$ cat src/rtl/fcpwm_pkg.sv
package fcpwm_pkg;

    typedef enum logic [0:0] {
        DIR_FWD,
        DIR_REV
    } dir_t;

    typedef enum logic [2:0] {
        GS_HOLD,
        GS_LOW,
        GS_RISE,
        GS_HIGH,
        GS_FALL
    } gate_st_t;

    function automatic int unsigned phase_start(input int unsigned idx,
                                                input int unsigned pairs,
                                                input int unsigned half);
        return (idx * 2 * half) / pairs;
    endfunction

endpackage

$ cat src/rtl/fcpwm_carrier.sv
module fcpwm_carrier #(
    parameter int unsigned HALF  = 64,
    parameter int unsigned START = 0,
    localparam int CW = $clog2(HALF),
    localparam int PW = $clog2(2 * HALF)
) (
    input  logic          clk,
    input  logic          rst,
    input  logic          step_back,
    input  logic          invert,
    input  logic [CW:0]   ref_lvl,
    output logic          demand
);
    localparam logic [PW-1:0] LAST_P  = PW'(2 * HALF - 1);
    localparam logic [PW-1:0] START_P = PW'(START);
    localparam logic [CW-1:0] TOP_V   = CW'(HALF - 1);

    logic [PW-1:0] pos;
    logic [PW-1:0] mirror;
    logic [CW-1:0] tri_v;
    logic [CW-1:0] eff;

    // position counter: up in forward mode, down in reverse, never reloaded
    always_ff @(posedge clk) begin
        if (rst) begin
            pos <= START_P;
        end else if (step_back) begin
            pos <= (pos == '0) ? LAST_P : pos - 1'b1;
        end else begin
            pos <= (pos == LAST_P) ? '0 : pos + 1'b1;
        end
    end

    always_comb begin
        mirror = LAST_P - pos;
        tri_v  = (pos < PW'(HALF)) ? CW'(pos) : CW'(mirror);
        eff    = invert ? (TOP_V - tri_v) : tri_v;
        demand = ({1'b0, eff} < ref_lvl);
    end

    // with the inversion unchanged the carrier moves by at most one step
    a_r5_carrier_continuity: assert property (@(posedge clk) disable iff (rst)
        $stable(invert) |->
            ((eff >= $past(eff)) ? (eff - $past(eff)) : ($past(eff) - eff)) <= CW'(1));

endmodule

$ cat src/rtl/fcpwm_deadband.sv
module fcpwm_deadband #(
    parameter int DT_W = 4
) (
    input  logic            clk,
    input  logic            rst,
    input  logic            demand,
    input  logic [DT_W-1:0] dead_len,
    output logic            hi,
    output logic            lo
);
    import fcpwm_pkg::*;

    gate_st_t        st, st_n;
    logic [DT_W-1:0] cnt, cnt_n;
    logic            no_gap;

    // state register
    always_ff @(posedge clk) begin
        if (rst) begin
            st  <= GS_HOLD;
            cnt <= '0;
        end else begin
            st  <= st_n;
            cnt <= cnt_n;
        end
    end

    // next state
    always_comb begin
        no_gap = (dead_len == '0);
        st_n   = st;
        cnt_n  = cnt;
        unique case (st)
            GS_HOLD, GS_LOW: begin
                if (demand) begin
                    st_n  = no_gap ? GS_HIGH : GS_RISE;
                    cnt_n = DT_W'(1);
                end else if (st == GS_HOLD) begin
                    st_n  = no_gap ? GS_LOW : GS_FALL;
                    cnt_n = DT_W'(1);
                end
            end
            GS_HIGH: begin
                if (!demand) begin
                    st_n  = no_gap ? GS_LOW : GS_FALL;
                    cnt_n = DT_W'(1);
                end
            end
            GS_RISE: begin
                if (!demand) begin
                    st_n  = no_gap ? GS_LOW : GS_FALL;
                    cnt_n = DT_W'(1);
                end else if (cnt >= dead_len) begin
                    st_n = GS_HIGH;
                end else begin
                    cnt_n = cnt + 1'b1;
                end
            end
            GS_FALL: begin
                if (demand) begin
                    st_n  = no_gap ? GS_HIGH : GS_RISE;
                    cnt_n = DT_W'(1);
                end else if (cnt >= dead_len) begin
                    st_n = GS_LOW;
                end else begin
                    cnt_n = cnt + 1'b1;
                end
            end
            default: begin
                st_n  = GS_HOLD;
                cnt_n = '0;
            end
        endcase
    end

    // outputs
    always_comb begin
        hi = (st == GS_HIGH);
        lo = (st == GS_LOW);
    end

    // complementary gates never overlap
    a_r7_never_both: assert property (@(posedge clk) disable iff (rst) !(hi && lo));

    // a non-zero dead band leaves both gates off before either turns on
    a_r6_gap_before_hi: assert property (@(posedge clk) disable iff (rst)
        (dead_len != '0 && $rose(hi)) |-> !$past(lo));
    a_r6_gap_before_lo: assert property (@(posedge clk) disable iff (rst)
        (dead_len != '0 && $rose(lo)) |-> !$past(hi));

    // the top gate only rises on a sampled demand
    a_r6_hi_needs_demand: assert property (@(posedge clk) disable iff (rst)
        $rose(hi) |-> $past(demand));

endmodule

$ cat src/rtl/fcpwm_phase_leg.sv
module fcpwm_phase_leg #(
    parameter int LEVELS = 5,
    parameter int HALF   = 64,
    parameter int FRAC   = 8,
    parameter int DUTY_W = 10,
    parameter int DT_W   = 4,
    localparam int PAIRS = LEVELS - 1
) (
    input  logic              clk,
    input  logic              rst,
    input  logic [DUTY_W-1:0] duty,
    input  logic [DT_W-1:0]   dead_cycles,
    input  logic              reverse,
    output logic [PAIRS-1:0]  gate_hi,
    output logic [PAIRS-1:0]  gate_lo
);
    import fcpwm_pkg::*;

    localparam int CW     = $clog2(HALF);
    localparam int ONE    = 1 << FRAC;
    localparam int PROD_W = DUTY_W + CW + 1;

    dir_t               mode_q, mode_n;
    logic               invert;
    logic [DUTY_W-1:0]  duty_c;
    logic [CW:0]        ref_lvl;
    logic [PAIRS-1:0]   demand;

    // direction state register
    always_ff @(posedge clk) begin
        if (rst) mode_q <= DIR_FWD;
        else     mode_q <= mode_n;
    end

    // direction next state
    always_comb begin
        mode_n = mode_q;
        unique case (mode_q)
            DIR_FWD: if (reverse)  mode_n = DIR_REV;
            DIR_REV: if (!reverse) mode_n = DIR_FWD;
        endcase
    end

    // direction outputs
    always_comb begin
        invert = (mode_q == DIR_REV);
    end

    // clamp to 1.0 and scale onto the carrier range
    always_comb begin
        duty_c  = (duty > DUTY_W'(ONE)) ? DUTY_W'(ONE) : duty;
        ref_lvl = (CW+1)'((PROD_W'(duty_c) * PROD_W'(HALF)) >> FRAC);
    end

    for (genvar k = 0; k < PAIRS; k++) begin : g_pair
        fcpwm_carrier #(
            .HALF  (HALF),
            .START (fcpwm_pkg::phase_start(k, PAIRS, HALF))
        ) u_car (
            .clk       (clk),
            .rst       (rst),
            .step_back (reverse),
            .invert    (invert),
            .ref_lvl   (ref_lvl),
            .demand    (demand[k])
        );

        fcpwm_deadband #(
            .DT_W (DT_W)
        ) u_db (
            .clk      (clk),
            .rst      (rst),
            .demand   (demand[k]),
            .dead_len (dead_cycles),
            .hi       (gate_hi[k]),
            .lo       (gate_lo[k])
        );
    end

    // the direction follows the reverse request from the next edge
    a_r5_mode_follow: assert property (@(posedge clk) disable iff (rst)
        reverse |=> invert);
    a_r5_mode_return: assert property (@(posedge clk) disable iff (rst)
        !reverse |=> !invert);

    // the scaled reference never exceeds the carrier span
    a_r3_ref_cap: assert property (@(posedge clk) disable iff (rst)
        ref_lvl <= (CW+1)'(HALF));

    // gates are released only after reset
    a_r8_quiet_in_reset: assert property (@(posedge clk)
        $past(rst) |-> (gate_hi == '0 && gate_lo == '0));

endmodule

$ cat config.mk
export PLATFORM = sky130hd
export DESIGN_NAME = fcpwm_phase_leg
export DESIGN_NICKNAME = d
export VERILOG_FILES = /design/src/rtl/fcpwm_pkg.sv /design/src/rtl/fcpwm_carrier.sv /design/src/rtl/fcpwm_deadband.sv /design/src/rtl/fcpwm_phase_leg.sv
export SDC_FILE = /design/constraint.sdc
export NUM_CORES = 1
export LEC_CHECK = 0
export BUFFER_PORTS_ARGS = -buffer_cell sky130_fd_sc_hd__buf_2
export CAP_MARGIN = 40
export CORE_UTILIZATION = 35
export DETAILED_ROUTE_END_ITERATION = 12
export GPL_ROUTABILITY_DRIVEN = 0
export SLEW_MARGIN = 20
export SYNTH_ARGS = -nofsm -noshare
export SYNTH_HDL_FRONTEND = slang
export SYNTH_SLANG_ARGS = --single-unit
$ cat constraint.sdc
create_clock -name clk -period 3.98 [get_ports clk]
set_clock_uncertainty 0.2 [all_clocks]
set_input_delay 0.199 -clock clk [delete_from_list [all_inputs] [get_ports clk]]
set_output_delay 0.199 -clock clk [all_outputs]
set_load 0.005 [all_outputs]
# Word level (Yosys, flattened, before mapping)
# Cells that the tools add are included.
# op_classes
n_eq_ne	36
addsub	20
mux	84
n_lt_le_gt_ge	13
reduce_logical	21
# op_table
op	n
4-bit 2-to-1 mux	24
3-bit 2-to-1 mux	29
7-bit 2-to-1 mux	12
4-bit one-hot mux with 4 select lines	4
6-bit 2-to-1 mux	8
3-bit one-hot mux with 4 select lines	4
6-bit subtractor, first input constant	8
7-bit by 1-bit adder with 7-bit output, second input constant	4
7-bit equality test, second input constant	4
7-bit logical NOT	4
6-bit by 7-bit less-than comparator with 1-bit output	4
7-bit less-than comparator, second input constant	4
7-bit by 1-bit subtractor with 7-bit output, second input constant	4
3-bit by 2-bit equality test with 1-bit output, second input constant	8
3-bit by 1-bit inequality test with 1-bit output, second input constant	8
4-bit by 1-bit adder with 4-bit output, second input constant	4
4-bit >= comparator	4
4-bit AND reduction	4
3-bit by 1-bit equality test with 1-bit output, second input constant	4
3-bit equality test, second input constant	4
3-bit logical NOT	4
3-bit inequality test, second input constant	4
10-bit by 9-bit > comparator with 1-bit output, second input constant	1
9-bit 2-to-1 mux	1
5 further kinds	15
# totals
regBits	57
word_cells	187
output_inout_bits	8
inputBits	17

# Longest topological paths before layout
# Gate-level depths: netlist of the first run.
# depth
depth_word	7
mapped_depth	12

# By module
# From an unflattened synthesis of the first run, not the netlist that was laid out.
# hier_totals
hier_cells	627
area_unflattened_um2	5057.4
# by_module_without_submodules
module	area_per_inst_um2	n_inst	cells_each
fcpwm_deadband (g_pair[1].u_db ...)	589.3	2	78
fcpwm_carrier (g_pair[0].u_car)	679.4	1	80
fcpwm_carrier (g_pair[2].u_car)	658.1	1	80
fcpwm_carrier (g_pair[1].u_car)	645.6	1	81
fcpwm_carrier (g_pair[3].u_car)	643.1	1	79
fcpwm_deadband (g_pair[0].u_db)	603.1	1	79
fcpwm_deadband (g_pair[3].u_db)	571.8	1	63
fcpwm_phase_leg	77.6	1	9

# Least setup slack after synthesis of the first run
# OpenSTA, ideal clock, no wires.
# synth_timing
path_type	flip-flop to flip-flop
startpoint	register mode_q (netlist: invert)
endpoint	register g_pair[2].u_db.cnt[1]
arrival_time_ps	3058
stages_incl_launch_ff	12
slack_ps	648
n_path_buf	2
period_less_slack_ps	3332
path_cell_list	dfxtp_1 buf_2 xnor2_2 xnor2_1 ha_1 a21o_1 a2111oi_0 a2111o_1 buf_2 mux2_4 or4_1 a31oi_1
# synth_via
elab_chain_len	4
word_cells_on_any_way	9
cone_classes	order compare: 1; eq/ne: 2; mux: 5; reduce/logical: 1
# synth_lines
item	line_no	rtl
start: declaration	fcpwm_phase_leg.sv:23	dir_t mode_q, mode_n;
start signal: assignment	fcpwm_phase_leg.sv:32	else mode_q <= mode_n;
6-bit 2-to-1 mux (*)	fcpwm_carrier.sv:37	eff = invert ? (TOP_V - tri_v) : tri_v;
6-bit by 7-bit less-than comparator with 1-bit output (*)	fcpwm_carrier.sv:38	demand = ({1'b0, eff} < ref_lvl);
4-bit 2-to-1 mux (tied with other cells)	fcpwm_deadband.sv:60	if (demand) begin
4-bit one-hot mux with 4 select lines / 2-bit AND reduction (equally long branches)	n/a	
end signal: assignment	fcpwm_deadband.sv:24	cnt <= cnt_n;
end: declaration	fcpwm_deadband.sv:14	logic [DT_W-1:0] cnt, cnt_n;
# Mark *: on every way between the ends. The rest lies on a longest branch, timed or not.
# A chain may end at the register's enable or synchronous reset.

# Worst setup path after layout of the first run
# layout_timing
startpoint	register mode_q (netlist: invert)
endpoint	register g_pair[2].u_db.cnt[3]
# Same word-level chain as after synthesis.

==> results of run 1 <==
worst max-delay path, stage by stage (launching register included):
cell       delay, ps
dfxtp_1          400
xnor2_2          440
xnor2_1          180
ha_1             260
a21o_1           200
a2111oi_0        420
a2111o_1         440
mux2_4           380
or4_1            510
a21boi_1         160
kinds of logic after synthesis:
kind of cell | Yosys count
flops | 57
fa+ha+maj | 47
xor+xnor | 46
buf+inv | 82
compound gates | 154
simple gates | 238
mux | 16
cell usage after synthesis, types with 5 or more instances:
cell,number
a21o_1,12
and3_1,12
a21oi_1,40
nor4_1,11
nand3_1,14
nand4_1,7
clkbuf_1,29
xor2_1,11
mux2i_1,12
nand2_1,55
nor3_1,24
ha_1,46
o31ai_1,5
or3_1,10
nor2b_1,10
o21ai_0,30
buf_4,8
xnor2_1,34
or4_1,7
and2_1,5
buf_2,5
a31oi_1,9
nor2_1,60
a211oi_1,5
nand2b_1,8
o211ai_1,5
inv_1,37
dfxtp_1,57
registers in the layout, summed over array words and instances, names as in the netlist:
signal / flops
g_pair.u_db.st: 12
g_pair.u_car.pos: 28
g_pair.u_db.cnt: 16
invert: 1
power breakdown:
part	switching, mW	internal [mW]
clock	0.275	0.548
sequential	0.158	0.650
combinational	0.449	0.382
total	0.882	1.58
final cells by class:
class / count / area (sq um) / share of cell area (%)
repair buffers: 27 / 147.6 / 2.750
inverters: 38 / 142.6 / 2.657
clock inverters: 2 / 35.03 / 0.6525
flip-flops and latches: 57 / 1141 / 21.25
multi-input cells: 501 / 3402 / 63.37
well taps: 176 / 220.2 / 4.102
clock buffers: 13 / 280.3 / 5.220
per-layer routing:
layer | global-route usage [%] | routed length, microns | vias to the layer above
met5 | 0 | 0 | -
met4 | 6.875 | 227 | 0
met3 | 3.184 | 458 | 19
met2 | 29.42 | 5832 | 92
met1 | 22.39 | 5684 | 2099
li1 | - | - | 2297
through the flow:
stage	cell area, sq um	total power, mW	hold WS, ps	utilization (%)
after global routing	5369	2.628	257.2	39.91
after CTS	5369	2.471	215.6	39.91
after global placement	5054	1.593	276.8	37.57
after floorplan	4887	1.461	202.5	-
after detailed placement	5054	1.636	291.2	37.57
final	5369	2.462	223.0	39.91
worst min-delay path by stage:
stage / startpoint / to / slack [ps] / cells after the start
5_1_grt: rst / g_pair[0].u_car.pos[4] / 260 / 2
3_3_place_gp: g_pair[2].u_db.cnt[3] / g_pair[2].u_db.cnt[3] / 280 / 2
6_report: rst / g_pair[0].u_car.pos[2] / 220 / 2
2_1_floorplan: reverse / g_pair[1].u_car.pos[6] / 200 / 2
3_5_place_dp: g_pair[3].u_db.cnt[3] / g_pair[3].u_db.cnt[3] / 290 / 1
4_1_cts: duty[9] / g_pair[2].u_db.st[2] / 220 / 3
==> results.yml, run 1 <==
place:
  portBuffers: 22
  hpwlAfterDp_microns: 8721
  dp_slack_ps: 332.8
  placedCellCount: 799
critical_path:
  reg2reg_depth: 9
  r2r-start: "invert"
  worstSetupStartpoint: "invert"
  path_max_fanout: 8
  arrival_ps: 3720
  worstSetupPathType: "reg2reg"
  startpoint_type: "flip-flop"
  required_ps: 4050
  timing.rr.end: "g_pair[2].u_db.cnt[3]"
  end_kind: "flip-flop"
  rrSetupSlack_ps: 320
  crit_path_end: "g_pair[2].u_db.cnt[3]"
floorplan:
  floorplan.die_area_sq_um: 14440
  dieWidth_microns: 120.2
  placementRows: 42
  die_h_microns: 120.2
  io_pins: 25
  core-area_sq_um: 13450
  start_util_pct: 36.33
global_routing:
  grt_max_degree: 35
  grt_overflow: 0
  grt_antenna_before_repair: 0
  track_usage_pct: 17.65
  grt_pass1_vias: 4392
  grt_pass1_wl_microns: 20620
synth:
  synth.area.mux_share_pct: 3.456
  synthAdderAreaFrac_pct: 11.98
  yosysSeqAreaShare_pct: 23.35
  synth.area.top_cells: "dfxtp_1 23%, ha_1 12%, xnor2_1 6.1%"
  synth_compound_area_share_pct: 21.45
  ys.flop_type: "dfxtp_1"
  synthSimpleGateAreaFrac_pct: 24.32
  synth_top_family_by_area: "simple AND/OR/NAND/NOR gates"
  synth_top_area_share_pct: 23.35
  syn_inst: 640
  ys_async_sr_fraction_pct: 0
  synth_top_area_cell: "dfxtp_1"
  synth_warnings: 0
  ys_types: 70
  synthXorXnorAreaFrac_pct: 8.397
  synth_edf_count: 0
  synth_area_sq_um: 4887
  syn_avg_cell_area_sq_um: 7.636
  synth_seq_cells: 57
  syn_nets: 703
sta:
  maxSlewViolCount: 0
  fin_ws_ps: 321.5
  rsz0062_at_grt: "false"
  tns_ps: 0
  relSlewSlack_pct: 42.48
  max_freq_ghz: 0.2733
  hold_viol: 0
  tightestPinTransition_ps: 850.8
  min_period_ps: 3659
  post-route-period-util_pct: 91.92
  final-setup-viol-count: 0
route:
  drt_iter0_markers: 342
  wire_per_inst_microns: 14.99
  routed_via_density: 5.537
  vias: 4507
  firstDrtPassIters: 5
  totalWireLength_microns: 12200
  antenna_left: 0
  drc: 0
clocking:
  cts-hold-fix-buffers: 0
  clock_path_buffers: 2
  cts.sinks: 57
  path_clk_slew_ps: 50
  cts.root.buffer_cell: "clkbuf_16"
  htreeDepth: 3
  worst_skew_pair.late_latency_ps: 330
  cts_buffers: 9
  ctsResizeCount: 0
  cts_setup_buffers: 0
  tritoncts: "done"
cells_and_area:
  fillCellCount: 1384
  synthToLayoutAreaGrowth_pct: 9.857
  final_cell_count_no_fill: 814
  final_cell_mix: "60 x nor2_1, 57 x dfxtp_1, 55 x nand2_1"
  final_common_cell: "nor2_1"
  drive_gt1_share_pct: 8.464
  n_antenna_cell: 0
  nets: 697
outcome:
  outcome: "finished, final reports clean"
worst_hold_path:
  hp-class: "in2reg"
power_and_ir_drop:
  powerDensity_nw_per_um2: 458.5
  vdd_drop_max_v: 0.0002038
  leakagePower_nw: 2.198
flow_run:
  maxCapViolCount: 0
(Power assumes the default switching activity.)
==> inputs of run 2 (changes only) <==
--- a/config.mk
+++ b/config.mk
@@ -5,6 +5,7 @@
 export SDC_FILE = /design/constraint.sdc
 export NUM_CORES = 1
 export LEC_CHECK = 0
+export ABC_AREA = 1
 export BUFFER_PORTS_ARGS = -buffer_cell sky130_fd_sc_hd__buf_2
 export CAP_MARGIN = 40
 export CORE_UTILIZATION = 35
==> results.yml, run 2 <==
outcome:
  outcome: "finished, final reports clean"
synth:
  ys_types: 47
  synth_warnings: 0
  ys.flop_type: "dfxtp_1"
  synth_edf_count: 0
  yosysSeqAreaShare_pct: 21.81
  ys_async_sr_fraction_pct: 0
  synth_area_sq_um: 5233
  synth_common_cells: "172 x nand2_1, 100 x inv_1, 82 x nand3_1"
  synth_seq_cells: 57
  synth_top_area_share_pct: 21.81
  syn_inst: 797
  synth.area.top_cells: "dfxtp_1 22%, nand2_1 12%, ha_1 11%"
  synth_top_area_cell: "dfxtp_1"
  syn_nets: 860
  yosysMostFrequentCell: "nand2_1"
  syn_avg_cell_area_sq_um: 6.565
clocking:
  cts-hold-fix-buffers: 0
  worst_skew_pair.late_latency_ps: 340
  ctsResizeCount: 0
  cts.root.buffer_cell: "clkbuf_16"
  cts_setup_buffers: 0
  cts_buffers: 9
  path_clk_slew_ps: 60
  htreeDepth: 3
  clock_path_buffers: 2
  cts.sinks: 57
  tritoncts: "done"
cells_and_area:
  drive_gt1_share_pct: 10.78
  largest_reg_flops: 28
  nets: 874
  n_antenna_cell: 0
  largestRegisters: "g_pair.u_car.pos: 28 flops, g_pair.u_db.cnt: 16 flops, g_pair.u_db.st: 12 flops"
  synthToLayoutAreaGrowth_pct: 9.637
  final_cell_count_no_fill: 1000
  fin_area_sq_um: 5737
  final_cell_mix: "172 x nand2_1, 100 x inv_1, 82 x nand3_1"
  regMostFlops: "g_pair.u_car.pos"
  finalCoreUtilization_pct: 39.47
  final_common_cell: "nand2_1"
critical_path:
  rrSetupSlack_ps: 1050
  r2r-start: "g_pair[2].u_car.pos[6]"
  timing.rr.end: "g_pair[2].u_db.cnt[0]"
  required_ps: 4040
  arrival_ps: 3000
  worstSetupPathType: "reg2reg"
  reg2reg_depth: 11
  path_max_fanout: 8
  end_kind: "flip-flop"
  startpoint_type: "flip-flop"
sta:
  rsz0062_at_grt: "false"
  post-route-period-util_pct: 73.67
  final-setup-viol-count: 0
  max_freq_ghz: 0.3410
  hold_viol: 0
  whs_ps: 106.3
  relSlewSlack_pct: 53.67
  fin_ws_ps: 1048
  tns_ps: 0
  maxSlewViolCount: 0
  min_period_ps: 2932
  tightestPinTransition_ps: 694.9
global_routing:
  track_usage_pct: 17.47
  grt_overflow: 0
  grt_pass1_vias: 4668
  grt_pass1_wl_microns: 22150
  grt_max_degree: 29
  grt_antenna_before_repair: 0
power_and_ir_drop:
  seqPwrFrac_pct: 28.2
  comb_power_share_pct: 48.8
  leakagePower_nw: 2.758
  powerDensity_nw_per_um2: 549.5
  clock_power_share_pct: 23.1
  switching_share_pct: 45.32
  vdd_drop_max_v: 0.0002382
  internal_power_mw: 1.724
  power.total_mw: 3.152
  switchingPower_mw: 1.428
floorplan:
  start_util_pct: 36.00
  placementRows: 44
  io_pins: 25
  core-area_sq_um: 14530
  die_h_microns: 124.3
  floorplan.die_area_sq_um: 15440
  dieWidth_microns: 124.3
place:
  dp_slack_ps: 977.0
  post_dp_cell_area_sq_um: 5465
  hpwlAfterDp_microns: 9651
  placedCellCount: 984
  portBuffers: 24
worst_hold_path:
  whs_path_depth: 3
  hp-class: "in2reg"
  holdPathEnd: "g_pair[1].u_car.pos[0]"
  hp-start: "reverse"
route:
  routed_via_density: 5.017
  totalWireLength_microns: 12940
  wire_per_inst_microns: 12.94
  vias: 5017
  drt_iter0_markers: 277
  drc: 0
  firstDrtPassIters: 5
  antenna_left: 0
flow_run:
  maxCapViolCount: 0
run 2: worst max-delay path by stage:
stage | from | depth (start not counted) | end | slack (ps)
global route | g_pair[2].u_car.pos[6] | 13 | g_pair[2].u_db.st[1] | 720
detailed placement | duty[1] | 14 | g_pair[2].u_db.cnt[0] | 980
floorplan | invert | 12 | g_pair[2].u_db.cnt[0] | 1300
CTS | g_pair[2].u_car.pos[6] | 11 | g_pair[2].u_db.cnt[0] | 1020
global placement | duty[1] | 14 | g_pair[2].u_db.cnt[0] | 1090
finish | g_pair[2].u_car.pos[6] | 11 | g_pair[2].u_db.cnt[0] | 1050
run 2: routing by layer:
metal	vias up	track usage, %	wire [microns]
met2	84	28.14	5852
met3	18	2.878	396
li1	2657	-	-
met1	2258	23.18	6454
met4	0	6.804	238
met5	-	0	0
run 2: cell families after synthesis:
kind of cell | after synthesis | share of synthesized area (%)
compound gates | 124 | 14.25
fa+ha+maj | 46 | 11.00
simple gates | 392 | 34.34
flops | 57 | 21.81
xor+xnor | 45 | 7.891
buf+inv | 133 | 10.71
run 2: power by group through the flow:
stage | Combinational, mW | Clock, mW | Sequential, mW
after floorplan | 1.30 | 0 | 0.821
after global placement | 1.53 | 0 | 0.898
after detailed placement | 1.53 | 0 | 0.896
after CTS | 1.54 | 0.741 | 0.884
after global routing | 1.79 | 0.766 | 0.913
final | 1.54 | 0.727 | 0.887
run 2: critical path, stage by stage, from the launching register on:
cell	delay (ps)
dfxtp_1	380
xnor2_1	420
xor2_1	210
ha_1	270
a21oi_1	150
nor2_1	50
o21ai_1	440
a21boi_4	320
nand2_1	100
nand2_2	120
nand2_1	60
a21oi_1	130
run 2: layout make-up:
cell class | instances | area, sq um
flip-flops and latches | 57 | 1141
multi-input cells | 607 | 3533
inverters | 108 | 410.4
repair buffers | 28 | 150.1
clock buffers | 10 | 229.0
fillers | 1553 | 8797
well taps | 184 | 230.2
clock inverters | 6 | 42.54
==> inputs of run 3 (changes only) <==
--- a/config.mk
+++ b/config.mk
@@ -5,7 +5,7 @@
 export SDC_FILE = /design/constraint.sdc
 export NUM_CORES = 1
 export LEC_CHECK = 0
-export ABC_AREA = 1
+export ABC_AREA = 0
 export BUFFER_PORTS_ARGS = -buffer_cell sky130_fd_sc_hd__buf_2
 export CAP_MARGIN = 40
 export CORE_UTILIZATION = 35
==> constraint.sdc (replaced) <==
create_clock -name clk -period 2.7 [get_ports clk]
set_clock_uncertainty 0.2 [all_clocks]
set_input_delay 0.135 -clock clk [delete_from_list [all_inputs] [get_ports clk]]
set_output_delay 0.135 -clock clk [all_outputs]
set_load 0.005 [all_outputs]
==> results.yml, run 3 (synthesis results as in run 1) <==
place:
  hpwlAfterDp_microns: 9566
  placedCellCount: 856
  portBuffers: 22
  dp_slack_ps: -408.6
route:
  antenna_left: 0
  drt_iter0_markers: 284
  wl_met2_microns: 6560
  wire_per_inst_microns: 15.24
  wl_met1_microns: 6001
  wl_met3_microns: 571
  vias: 4858
  totalWireLength_microns: 13440
  routed_via_density: 5.508
  route.top_layer_used: "met4"
  firstDrtPassIters: 4
  drc: 0
sta:
  tightestPinTransition_ps: 697.3
  maxSlewViolCount: 0
  min_period_ps: 3010
  final-setup-viol-count: 12
  fin_ws_ps: -310.4
  relSlewSlack_pct: 53.51
  hold_viol: 0
  max_freq_ghz: 0.3322
  rsz0062_at_grt: "true"
  post-route-period-util_pct: 111.5
critical_path:
  critPathTopFamily: "compound AO/OA/AOI/OAI gates"
  arrival_ps: 3070
  rrSetupSlack_ps: -310
  end_kind: "flip-flop"
  cp_slowest_cell: "or4_1"
  r2r-start: "invert"
  required_ps: 2760
  startpoint_type: "flip-flop"
  timing.rr.end: "g_pair[2].u_db.cnt[3]"
  critical-path-max-stage-delay_ps: 410
  path_cells: "xnor2_4 > xnor2_2 > ha_1 > a21o_1 > a2111oi_2 > a2111o_1 > mux2_4 > or4_1 > a21boi_1"
  path_max_fanout: 5
  path_buf_inv: 0
  worstSetupPathType: "reg2reg"
  reg2reg_depth: 9
floorplan:
  die_h_microns: 120.2
  floorplan.die_area_sq_um: 14440
  placementRows: 42
  core-area_sq_um: 13450
  dieWidth_microns: 120.2
  start_util_pct: 36.33
  io_pins: 25
cells_and_area:
  final_cell_count_no_fill: 882
  regMostFlops: "g_pair.u_car.pos"
  nets: 766
  n_antenna_cell: 0
  synthToLayoutAreaGrowth_pct: 27.01
  final_cell_mix: "60 x buf_4, 59 x nor2_1, 55 x dfxtp_1"
  largestRegisters: "g_pair.u_car.pos: 28 flops, g_pair.u_db.cnt: 16 flops, g_pair.u_db.st: 12 flops"
  drive_gt1_share_pct: 22.80
  largest_reg_flops: 28
  final_common_cell: "buf_4"
outcome:
  outcome: "complete, but fails checks"
  violations: "negative setup slack"
clocking:
  cts.sinks: 57
  worst_skew_pair.late_latency_ps: 330
  path_clk_slew_ps: 50
  cts.root.buffer_cell: "clkbuf_16"
  clock_path_buffers: 2
  tritoncts: "done"
  cts_buffers: 9
  htreeDepth: 3
  cts-hold-fix-buffers: 0
global_routing:
  grt_overflow: 0
  track_usage_pct: 18.63
  grt_pass1_vias: 4558
  grt_max_degree: 19
  grt_antenna_before_repair: 0
  grt_pass1_wl_microns: 21620
worst_hold_path:
  hp-start: "rst"
  holdPathEnd: "g_pair[2].u_car.pos[1]"
  whs_path_depth: 2
  hp-class: "in2reg"
power_and_ir_drop:
  powerDensity_nw_per_um2: 644.9
  vdd_drop_max_v: 0.0003069
  leakagePower_nw: 2.596
  power.total_mw: 4.003
flow_run:
  maxCapViolCount: 0
run 3: changes by cell type in the layout (fill, tap and decap cells not counted), moves of 15 or more:
cell and delta:
nand2_1 -119, nand3_1 -68, inv_1 -63, buf_4 +56
xor2_1 -19, nor2_1 -15
run 3: layer usage:
metal | vias to the layer above | GRT usage, %
met5 | - | 0
met4 | 0 | 7.500
met3 | 23 | 4.087
met2 | 118 | 31.43
met1 | 2291 | 22.78
li1 | 2426 | -
run 3: worst max path at each step:
stage,slack (ps),cells after the start,to,from
final,-310,9,g_pair[2].u_db.cnt[3],invert
after global routing,-410,9,g_pair[2].u_db.cnt[3],invert
after CTS,-300,9,g_pair[2].u_db.cnt[3],g_pair[2].u_car.pos[6]
after detailed placement,-410,9,g_pair[2].u_db.cnt[3],invert
after global placement,-340,10,g_pair[3].u_db.cnt[1],invert
after floorplan,-230,11,g_pair[2].u_db.cnt[1],invert
run 3: layout make-up:
type	instances	area [sq um]
inverters	38	142.6
clock buffers	14	264.0
fillers	1321	7246
flip-flops and latches	57	1146
well taps	176	220.2
multi-input cells	501	3699
repair buffers	96	735.7
run 3: metrics by stage:
stage / hold slack, ps / setup TNS [ps] / util, % / instance area, sq um
global route: 29.82 / -3853 / 46.14 / 6207
detailed placement: 302.1 / -5032 / 41.13 / 5533
global placement: 279.5 / -3857 / 41.13 / 5533
CTS: 9.593 / -1203 / 44.09 / 5932
floorplan: 138.5 / -1871 / - / 4926
finish: 27.39 / -1918 / 46.14 / 6207
run 3: power breakdown:
| part | switching (mW) | internal, mW |
|---|---|---|
| clock network | 0.381 | 0.660 |
| registers | 0.187 | 0.959 |
| logic | 0.898 | 0.917 |
| total | 1.47 | 2.54 |
run 3: what timing repair did:
action	4_1_cts	5_1_grt
cloned	0	0
resized for setup	25	42
buffers inserted	1	11
endpoints found under the setup margin	21	20
pin swaps	10	34
